**src/rtl/gpio_port_pkg.sv**
```systemverilog
package gpio_port_pkg;

  localparam logic [11:0] OFF_OUT      = 12'h504;
  localparam logic [11:0] OFF_OUT_SET  = 12'h508;
  localparam logic [11:0] OFF_OUT_CLR  = 12'h50C;
  localparam logic [11:0] OFF_IN       = 12'h510;
  localparam logic [11:0] OFF_DIR      = 12'h514;
  localparam logic [11:0] OFF_DIR_SET  = 12'h518;
  localparam logic [11:0] OFF_DIR_CLR  = 12'h51C;
  localparam logic [11:0] OFF_CFG_BASE = 12'h700;

  localparam logic [31:0] CFG_RESET    = 32'h0000_0002;

  typedef enum logic [3:0] {
    SEL_NONE,
    SEL_OUT,
    SEL_OUT_SET,
    SEL_OUT_CLR,
    SEL_IN,
    SEL_DIR,
    SEL_DIR_SET,
    SEL_DIR_CLR,
    SEL_CFG
  } reg_sel_e;

  typedef enum logic [1:0] {
    WOP_LOAD,
    WOP_SET,
    WOP_CLR
  } wop_e;

  function automatic logic [31:0] apply_wop(input logic [31:0] cur,
                                            input logic [31:0] data,
                                            input wop_e        op);
    logic [31:0] res;
    case (op)
      WOP_SET: res = cur | data;
      WOP_CLR: res = cur & ~data;
      default: res = data;
    endcase
    return res;
  endfunction

endpackage

```
**src/rtl/gpio_addr_decode.sv**
```systemverilog
module gpio_addr_decode
  import gpio_port_pkg::*;
#(
  parameter int NUM_PINS = 32,
  parameter int ADDR_W   = 12,
  localparam int IDX_W   = $clog2(NUM_PINS)
) (
  input  logic [ADDR_W-1:0] addr,
  output reg_sel_e          sel,
  output logic [IDX_W-1:0]  cfg_idx
);

  localparam int WIDX_W = ADDR_W - 2;

  logic [ADDR_W-1:0] cfg_off;
  logic [WIDX_W-1:0] word_idx;
  logic              in_cfg;

  always_comb begin
    cfg_off  = addr - ADDR_W'(OFF_CFG_BASE);
    word_idx = cfg_off[ADDR_W-1:2];
    in_cfg   = (addr >= ADDR_W'(OFF_CFG_BASE)) &&
               (word_idx < WIDX_W'(NUM_PINS)) &&
               (cfg_off[1:0] == 2'b00);
    cfg_idx  = word_idx[IDX_W-1:0];
  end

  always_comb begin
    sel = SEL_NONE;
    if (addr == ADDR_W'(OFF_OUT))          sel = SEL_OUT;
    else if (addr == ADDR_W'(OFF_OUT_SET)) sel = SEL_OUT_SET;
    else if (addr == ADDR_W'(OFF_OUT_CLR)) sel = SEL_OUT_CLR;
    else if (addr == ADDR_W'(OFF_IN))      sel = SEL_IN;
    else if (addr == ADDR_W'(OFF_DIR))     sel = SEL_DIR;
    else if (addr == ADDR_W'(OFF_DIR_SET)) sel = SEL_DIR_SET;
    else if (addr == ADDR_W'(OFF_DIR_CLR)) sel = SEL_DIR_CLR;
    else if (in_cfg)                       sel = SEL_CFG;
  end

endmodule

```
**src/rtl/gpio_mask_reg.sv**
```systemverilog
module gpio_mask_reg
  import gpio_port_pkg::*;
#(
  parameter int          WIDTH = 32,
  parameter logic [31:0] RST   = '0
) (
  input  logic             clk,
  input  logic             rst_n,
  input  logic             en,
  input  wop_e             op,
  input  logic [31:0]      data,
  output logic [WIDTH-1:0] q
);

  logic [WIDTH-1:0] q_d;
  logic [31:0]      q_ext;

  always_comb begin
    q_ext = 32'(q);
    q_d   = q;
    if (en) q_d = WIDTH'(apply_wop(q_ext, data, op));
  end

  always_ff @(posedge clk or negedge rst_n) begin
    if (!rst_n) q <= RST[WIDTH-1:0];
    else        q <= q_d;
  end

endmodule

```
**src/rtl/gpio_cfg_bank.sv**
```systemverilog
module gpio_cfg_bank
  import gpio_port_pkg::*;
#(
  parameter int NUM_PINS = 32,
  localparam int IDX_W   = $clog2(NUM_PINS)
) (
  input  logic                     clk,
  input  logic                     rst_n,
  input  logic                     dir_en,
  input  logic [NUM_PINS-1:0]      dir_val,
  input  logic                     cfg_en,
  input  logic [IDX_W-1:0]         cfg_idx,
  input  logic [31:0]              wdata,
  output logic [NUM_PINS*32-1:0]   cfg_flat,
  output logic [NUM_PINS-1:0]      dir
);

  for (genvar g = 0; g < NUM_PINS; g++) begin : g_pin
    logic        dir_q, dir_d;
    logic [30:0] hi_q, hi_d;
    logic        hit;

    always_comb begin
      hit   = cfg_en && (cfg_idx == IDX_W'(g));
      dir_d = dir_q;
      hi_d  = hi_q;
      if (hit) begin
        dir_d = wdata[0];
        hi_d  = wdata[31:1];
      end else if (dir_en) begin
        dir_d = dir_val[g];
      end
    end

    always_ff @(posedge clk or negedge rst_n) begin
      if (!rst_n) begin
        dir_q <= CFG_RESET[0];
        hi_q  <= CFG_RESET[31:1];
      end else begin
        dir_q <= dir_d;
        hi_q  <= hi_d;
      end
    end

    assign cfg_flat[g*32 +: 32] = {hi_q, dir_q};
    assign dir[g]               = dir_q;
  end

endmodule

```
**src/rtl/gpio_port_regs.sv**
```systemverilog
module gpio_port_regs
  import gpio_port_pkg::*;
#(
  parameter int NUM_PINS = 32,
  parameter int ADDR_W   = 12
) (
  input  logic                   clk,
  input  logic                   rst_n,
  input  logic                   bus_req,
  input  logic                   bus_we,
  input  logic [ADDR_W-1:0]      bus_addr,
  input  logic [31:0]            bus_wdata,
  output logic [31:0]            bus_rdata,
  output logic                   bus_err,
  input  logic [NUM_PINS-1:0]    pin_in,
  output logic [NUM_PINS-1:0]    pin_out,
  output logic [NUM_PINS-1:0]    pin_dir,
  output logic [NUM_PINS*32-1:0] pin_cfg
);

  localparam int IDX_W = $clog2(NUM_PINS);

  reg_sel_e           sel;
  logic [IDX_W-1:0]   cfg_idx;
  logic               wr;
  logic               out_en, dir_en, cfg_en;
  wop_e               out_op, dir_op;
  logic [NUM_PINS-1:0] dir_val;
  logic [31:0]        rd_val;
  logic [31:0]        rdata_d;
  logic               rdata_en;
  logic               err_d;

  gpio_addr_decode #(.NUM_PINS(NUM_PINS), .ADDR_W(ADDR_W)) u_dec (
    .addr    (bus_addr),
    .sel     (sel),
    .cfg_idx (cfg_idx)
  );

  // write steering
  always_comb begin
    wr     = bus_req && bus_we;
    out_en = 1'b0;
    dir_en = 1'b0;
    cfg_en = 1'b0;
    out_op = WOP_LOAD;
    dir_op = WOP_LOAD;
    case (sel)
      SEL_OUT:     out_en = wr;
      SEL_OUT_SET: begin out_en = wr; out_op = WOP_SET; end
      SEL_OUT_CLR: begin out_en = wr; out_op = WOP_CLR; end
      SEL_DIR:     dir_en = wr;
      SEL_DIR_SET: begin dir_en = wr; dir_op = WOP_SET; end
      SEL_DIR_CLR: begin dir_en = wr; dir_op = WOP_CLR; end
      SEL_CFG:     cfg_en = wr;
      default:     ;
    endcase
    dir_val = NUM_PINS'(apply_wop(32'(pin_dir), bus_wdata, dir_op));
  end

  gpio_mask_reg #(.WIDTH(NUM_PINS), .RST('0)) u_out (
    .clk   (clk),
    .rst_n (rst_n),
    .en    (out_en),
    .op    (out_op),
    .data  (bus_wdata),
    .q     (pin_out)
  );

  gpio_cfg_bank #(.NUM_PINS(NUM_PINS)) u_cfg (
    .clk      (clk),
    .rst_n    (rst_n),
    .dir_en   (dir_en),
    .dir_val  (dir_val),
    .cfg_en   (cfg_en),
    .cfg_idx  (cfg_idx),
    .wdata    (bus_wdata),
    .cfg_flat (pin_cfg),
    .dir      (pin_dir)
  );

  // read path
  always_comb begin
    case (sel)
      SEL_OUT, SEL_OUT_SET, SEL_OUT_CLR: rd_val = 32'(pin_out);
      SEL_DIR, SEL_DIR_SET, SEL_DIR_CLR: rd_val = 32'(pin_dir);
      SEL_IN:                            rd_val = 32'(pin_in);
      SEL_CFG:                           rd_val = pin_cfg[cfg_idx*32 +: 32];
      default:                           rd_val = '0;
    endcase
    rdata_en = bus_req && !bus_we;
    rdata_d  = rdata_en ? rd_val : bus_rdata;
    err_d    = bus_req ? (sel == SEL_NONE) : bus_err;
  end

  always_ff @(posedge clk or negedge rst_n) begin
    if (!rst_n) begin
      bus_rdata <= '0;
      bus_err   <= 1'b0;
    end else begin
      bus_rdata <= rdata_d;
      bus_err   <= err_d;
    end
  end

endmodule

```
**config.mk**
```make
export PLATFORM = sky130hd
export DESIGN_NAME = gpio_port_regs
export DESIGN_NICKNAME = d
export VERILOG_FILES = /design/src/rtl/gpio_port_pkg.sv /design/src/rtl/gpio_addr_decode.sv /design/src/rtl/gpio_mask_reg.sv /design/src/rtl/gpio_cfg_bank.sv /design/src/rtl/gpio_port_regs.sv
export SDC_FILE = /design/constraint.sdc
export NUM_CORES = 2
export LEC_CHECK = 0
export BUFFER_PORTS_ARGS = -buffer_cell sky130_fd_sc_hd__buf_2
export CAP_MARGIN = 15
export CORE_AREA = 2 2 466 468
export CTS_CLUSTER_SIZE = 8
export DETAILED_ROUTE_END_ITERATION = 16
export DIE_AREA = 0 0 468 470
export SKIP_LAST_GASP = 1
export SLEW_MARGIN = 20
export SYNTH_ARGS = -nofsm -noshare
export SYNTH_HDL_FRONTEND = slang
export SYNTH_SLANG_ARGS = --single-unit
```
**constraint.sdc**
```tcl
create_clock -name clk -period 1.7 [get_ports clk]
set_input_delay 0.17 -clock clk [delete_from_list [all_inputs] [get_ports clk]]
set_output_delay 0.17 -clock clk [all_outputs]
set_load 0.02 [all_outputs]
```
Word level (Yosys, flattened, before mapping)
Cells that the tools add are included.

Muxes and demuxes: 80. Reductions and logical operators: 74. Equal/unequal tests: 50. Shift-type cells: 1. $mul: 0. Add/sub/neg operators: 1. Order comparisons: 2. Div/mod/pow operators: 0. Bitwise logic cells: 5.

Operators with widths (count): indexed part select 1024 x 11 -> 32 bit (1); one-hot mux 32 bit (2 select lines) (2); one-hot mux 32 bit (4 select lines) (1); equality test 12 x 11 -> 1 bit, second input constant (7); equality test 5 bit, second input constant (16); two-way mux 1 bit (67); bitwise AND 32 bit (2); OR 32 bit (2); nonzero test 2 bit (32); equality test 5 x 4 -> 1 bit, second input constant (8); logical AND 1 bit (36); two-way mux 4 bit (8); inverter 32 bit (1); equality test 5 x 3 -> 1 bit, second input constant (4); equality test 4 x 3 -> 1 bit, second input constant (4); >= comparator 12 x 11 -> 1 bit, second input constant (1); subtractor 12 x 11 -> 12 bit, second input constant (1); equality test 5 x 2 -> 1 bit, second input constant (2); less-than comparator 10 x 6 -> 1 bit, second input constant (1); equality test 4 x 2 -> 1 bit, second input constant (2); one-hot mux 2 bit (2 select lines) (2); OR reduction 3 bit (2); equality test 5 x 1 -> 1 bit, second input constant (1); logical NOT 5 bit (1); other kinds (7) (9).

Register bits: 1089. Logic and storage cells: 280. Memory bits (read-only): 0. Bits in writable memories: 0. Latch bits: 0. Memories: 0. Output and inout bits: 1121. Input bits: 80.

Longest topological paths before layout
Word-level depth: 18. Mapped depth: 15.

Hierarchy
From an unflattened synthesis, not the netlist that was laid out.

Cell total of the unflattened synthesis: 4105. Area, all modules: 52823.2 um2.

Modules (own cells, without submodules): gpio_cfg_bank (times used 1, cells an instance 2391, seq. area each 25664.6 um2, area an instance 39162.6 um2); gpio_port_regs (times used 1, cells an instance 1515, seq. area each 825.8 um2, area an instance 11676.2 um2); gpio_mask_reg (times used 1, cells an instance 184, seq. area each 800.8 um2, area an instance 1853.0 um2); gpio_addr_decode (times used 1, cells an instance 15, seq. area each 0.0 um2, area an instance 131.4 um2).

Worst setup path after synthesis
No wires, ideal clock.

Kind: input-to-reg. Start: input bus_addr[2]. End: register u_cfg.g_pin[24].dir_q. Path slack: -951 ps. Data arrival time: 2509 ps. Stages on the path: 14. Setup time: 142 ps. Data required time: 1558 ps. Cells stage by stage: buf_2 > buf_4 > buf_4 > nand2_2 > nor2_1 > nand2_1 > ha_1 > inv_1 > o21ai_0 > clkbuf_1 > clkbuf_1 > o21ai_0 > a22oi_1 > a21oi_1.

Word-level cells in the longest chain between the ends: 18. Elaborated cells between the ends (all ways): 36. Classes of those cells: add/sub (1); order compare (2); eq/ne (14); mux (14); reduce/logical (5).

Ends and longest elaborated chain: from (decl) (line gpio_port_regs.sv:11) `input logic [ADDR_W-1:0] bus_addr,`; subtractor 12 x 11 -> 12 bit (line gpio_addr_decode.sv:20) `cfg_off = addr - ADDR_W'(OFF_CFG_BASE);`; less-than comparator 10 x 6 -> 1 bit (line gpio_addr_decode.sv:23) `(word_idx < WIDX_W'(NUM_PINS)) &&`; logical AND 1 bit (line gpio_addr_decode.sv:22) `in_cfg = (addr >= ADDR_W'(OFF_CFG_BASE)) &&`; logical AND 1 bit (line gpio_addr_decode.sv:23); two-way mux 4 bit (line gpio_addr_decode.sv:37) `else if (in_cfg) sel = SEL_CFG;`; two-way mux 4 bit (line gpio_addr_decode.sv:36) `else if (addr == ADDR_W'(OFF_DIR_CLR)) sel = SEL_DIR_CLR;`; two-way mux 4 bit (line gpio_addr_decode.sv:35) `else if (addr == ADDR_W'(OFF_DIR_SET)) sel = SEL_DIR_SET;`; two-way mux 4 bit (line gpio_addr_decode.sv:34) `else if (addr == ADDR_W'(OFF_DIR)) sel = SEL_DIR;`; [2 not listed]; two-way mux 4 bit (line gpio_addr_decode.sv:31) `else if (addr == ADDR_W'(OFF_OUT_SET)) sel = SEL_OUT_SET;`; two-way mux 4 bit (line gpio_addr_decode.sv:30) `if (addr == ADDR_W'(OFF_OUT)) sel = SEL_OUT;`; equality test 4 x 3 -> 1 bit (line gpio_port_regs.sv:48) `case (sel)`; one-hot mux 2 bit (2 select lines) (line gpio_port_regs.sv:48); equality test 2 bit or equality test 2 x 1 -> 1 bit (tied branches) (line gpio_port_pkg.sv:36) `case (op)`; one-hot mux 32 bit (2 select lines) (line gpio_port_pkg.sv:36); two-way mux 1 bit (line gpio_cfg_bank.sv:30) `end else if (dir_en) begin`; two-way mux 1 bit (line gpio_cfg_bank.sv:27) `if (hit) begin`; to (signal assigned) (line gpio_cfg_bank.sv:37) `dir_q <= CFG_RESET[0];`; to (signal assigned) (line gpio_cfg_bank.sv:40) `dir_q <= dir_d;`; to (decl) (line gpio_cfg_bank.sv:19) `logic dir_q, dir_d;`.

Parallel ways exist; a longest one is shown, timed or not. The select of a mux whose other input is x is not followed. A chain may end at the register's enable or synchronous reset.

Final worst setup path
Start: register u_cfg.g_pin[23].hi_q[7]. End: register bus_rdata[8].

Word-level cells in the longest chain between the ends: 2.

Ends and longest elaborated chain: from (decl) (line gpio_cfg_bank.sv:20) `logic [30:0] hi_q, hi_d;`; from (signal assigned) (line gpio_cfg_bank.sv:38) `hi_q <= CFG_RESET[31:1];`; from (signal assigned) (line gpio_cfg_bank.sv:41) `hi_q <= hi_d;`; indexed part select 1024 x 11 -> 32 bit (line gpio_port_regs.sv:88) `SEL_CFG: rd_val = pin_cfg[cfg_idx*32 +: 32];`; one-hot mux 32 bit (4 select lines) (line gpio_port_regs.sv:84) `case (sel)`; to (signal assigned) (line gpio_port_regs.sv:101) `bus_rdata <= rdata_d;`; to (decl) (line gpio_port_regs.sv:13) `output logic [31:0] bus_rdata,`.

No other way between the ends.

==> summary.txt <==
Outcome
  – Status: finished, violations left
  – Failing checks: hold timing, setup timing

Floorplan
  – Die area: 0.2200 mm^2
  – Top Ports: 1201
  – Core Area: 0.2157 mm^2
  – Die height: 470 um
  – # rows: 171
  – Die W: 468 um
  – Initial Util: 23.93%

GRT
  – GR peak layer: met2
  – First-pass GRT wire length: 438300 um
  – Met3 Track Usage GR: 9.943%
  – Met1 usage: 36.38%
  – Total track usage: 29.46%
  – Total gr overflow: 0
  – Vias in the first global route: 47960
  – Initial antenna violation count: 40
  – Met2 usage: 44.88%
  – Largest net degree at the start of global routing: 96

Power and ir drop
  – Max VDD drop: 0.001119 V
  – PD cells: 705.7 mW/mm^2
  – Leak pwr: 43.30 nW

Cells and area
  – Layout area overhead: 68.07%
  – Most common cell after layout, fill and taps aside: buf_6
  – Most frequent cells in the layout: buf_6 (1276), dfrtp_1 (1021), mux2_2 (732), buf_4 (611), buf_2 (416)
  – Finished Cell Area: 0.08672 mm^2
  – Share of cells above drive strength 1: 67.68%
  – Final core utilization: 40.21%
  – Nets@finish: 6262

Clock network
  – Root buf cell: clkbuf_16
  – Skew-Pair Late Insertion Delay: 0.86 ns
  – CTS max path bufs: 3
  – H-tree depth: 4
  – Hold_buf cts: 70
  – CTS tree: built
  – CTS Sinks: 1089
  – Reg clk slew, reported paths: 0.06 ns
  – CTS Buf Count: 157

Worst setup path
  – Worst Setup End Kind: flip-flop
  – Largest fanout on the critical path: 2
  – CP peak stage delay: 0.50 ns
  – Critical path class: reg2reg
  – WP data required: 2.41 ns
  – Worst path bufs/invs: 1
  – Setup crit start kind: flip-flop
  – Cell Chain, Critical Path: mux4_2, and2_4, a211oi_4, buf_6, nor3_4, a221oi_2, nand2_1
  – Slowest library cell on the worst path: mux4_2
  – Family with the most delay on the worst path: compound AO/OA/AOI/OAI gates
  – CP Data Arrival Time: 2.72 ns

Logic synthesis
  – Largest family of logic cells by synthesized area: multiplexers
  – Yosys reg bits: 1089
  – Yosys warns: 0
  – Post-Syn Area per Cell: 13.45 um^2
  – Share of the yosys chip area belonging to registers: 52.89%
  – Post-synth top area cell: dfrtp_1
  – Cells after synthesis: 3836
  – Post-synth EDFFs: 0
  – Share of the synthesized area in the top cell type: 51.26%
  – Adder-Cell Fraction of Synth Area: 0.09699%
  – Syn Nets: 3920
  – Synth cell types: 50
  – Mapped cell area: 0.05160 mm^2
  – Post-synthesis simple-gate area fraction: 4.770%
  – Mux cell area share after synthesis: 32.69%
  – Synth Area in XOR/XNOR: 0%
  – Synth top area cells: dfrtp_1 (51%), mux2_2 (20%), mux4_2 (8.6%)
  – Compound-Gate Fraction of Synth Area: 5.211%
  – Dominant synthesized flop cell: dfrtp_1
  – Ys async rst share: 100.0%

Timing
  – Tmin final: 2.010 ns
  – Worst-Margin Slew: 0.7652 ns
  – Final hold viol count: 1
  – F_max: 0.4976 GHz
  – Setup violations, final: 737
  – Max-slew violation count: 0
  – Hold_ws: -0.01268 ns
  – Unrepaired setup endpoints after global routing: true
  – Clk_skew: 0.05383 ns
  – Final Cycle Share: 118.2%
  – Max-slew headroom: 48.59%
  – Final WS setup: -0.3096 ns

Detailed routing
  – Antenna Nets Post-Route: 0
  – Wire per inst: 36.94 um
  – Detailed Route WL: 336600 um
  – First-pass detailed-route iteration total: 5
  – Vias per inst: 5.099
  – Drt initial violations: 3572
  – Post-route DRC: 0
  – Vias: 46460

Place
  – Post-DP HPWL: 248500 um
  – PortBufs: 1200
  – Placed Instance Area: 0.07079 mm^2
  – RePlAce Congestion: 0.9290

Job
  – Max-cap violations: 0

Worst hold path
  – Class of the worst hold path: in2reg
==> worst reg2reg max path, cell delays in order (launching register included) <==
cell,delay (ns)
dfrtp_1,0.38
mux4_2,0.50
and2_4,0.17
a211oi_4,0.27
buf_6,0.18
nor3_4,0.06
a221oi_2,0.25
nand2_1,0.10
==> repair_timing <==
action                                  in CTS  in global routing
buffers inserted                           185                 59
endpoints found under the setup margin    1018               1064
hold endpoints to repair                  1469                  1
gates cloned                                10                 14
pin swaps                                   49                100
resized for setup                         2297                258
==> registers in the layout (all words and copies together), names as in the netlist <==
| register | flops |
|---|---|
| u_cfg.g_pin.hi_q | 992 |
| bus_rdata | 32 |
| u_cfg.g_pin.dir_q | 32 |
| u_out.q | 32 |
| bus_err | 1 |
==> layout make-up <==
| type | count | area (um^2) |
|---|---|---|
| Multi-Input combinational cell | 2288 | 24460 |
| Fill cell | 20130 | 128900 |
| Clock inverter | 17 | 267.8 |
| Clock buffer | 190 | 4168 |
| Timing Repair Buffer | 2631 | 26790 |
| Sequential cell | 1089 | 27340 |
| Inverter | 11 | 48.80 |
| Antenna cell | 31 | 77.57 |
| Tap cell | 2854 | 3571 |
==> per-stage QoR <==
| stage | power, W | hold WS [ns] | setup TNS (ns) | cells | worst slack [ns] |
|---|---|---|---|---|---|
| after floorplan | 0.02824 | -0.1256 | -235.07 | 3836 | -0.5051 |
| after global routing | 0.06285 | -0.002519 | -75.24 | 9099 | -0.3727 |
| final | 0.06121 | -0.01268 | -72.14 | 9111 | -0.3096 |
| after detailed placement | 0.03098 | 0.1303 | -787.31 | 8595 | -1.364 |
| after global placement | 0.03095 | 0.1335 | -769.15 | 8595 | -1.299 |
| after CTS | 0.06158 | -0.09683 | -62.65 | 9017 | -0.2599 |
==> layer usage <==
metal	up-vias	wire length, um
met1	24300	130600
met4	8	24110
met3	797	34070
met5	-	40
li1	18660	-
met2	2689	147700
==> path summary, 6_finish.rpt <==
kind / startpoint / to / slack (ns) / depth (start not counted)
hold / removal: bus_we / bus_rdata[28] / -0.01 / 6
max in group asynchronous: rst_n / u_cfg.g_pin[30].hi_q[1] / 0.46 / 3
min in group asynchronous: rst_n / u_cfg.g_pin[14].hi_q[27] / 0.15 / 3
hold reg to reg: bus_rdata[16] / bus_rdata[16] / 0.47 / 2
setup / recovery: u_cfg.g_pin[23].hi_q[7] / bus_rdata[8] / -0.31 / 7
setup reg to reg: u_cfg.g_pin[23].hi_q[7] / bus_rdata[8] / -0.31 / 7
==> cell usage after synthesis, drive strengths merged (4+ instances only) <==
| cell | n |
|---|---|
| mux2i | 162 |
| clkbuf | 238 |
| a22oi | 102 |
| mux4 | 197 |
| dfrtp | 1057 |
| nand3 | 32 |
| o22ai | 45 |
| nor3 | 29 |
| inv | 10 |
| o211ai | 4 |
| a211oi | 14 |
| a21oi | 121 |
| a31oi | 8 |
| a221o | 7 |
| and3 | 4 |
| a22o | 5 |
| o21ai | 85 |
| a221oi | 25 |
| and2 | 14 |
| or2 | 4 |
| ha | 4 |
| nand2b | 7 |
| mux2 | 960 |
| o32ai | 6 |
| nor4 | 4 |
| buf | 211 |
| nor2b | 38 |
| dfstp | 32 |
| nor2 | 40 |
| nand2 | 353 |
==> kinds of logic after synthesis <==
family                     after synthesis
AOI/OAI and AO/OA                      427
adders and majority gates                4
buffers and inverters                  460
DFF                                   1089
muxes                                 1319
and+or+nand+nor                        537
==> where the power goes <==
group | total (W) | leakage [nW] | switching, W | internal (W)
Clock | 0.0302 | 2.16 | 0.0127 | 0.0175
Combinational | 0.00492 | 26.1 | 0.00318 | 0.00174
Sequential | 0.0261 | 15.0 | 0.0000660 | 0.0260
(Power assumes the default switching activity.)
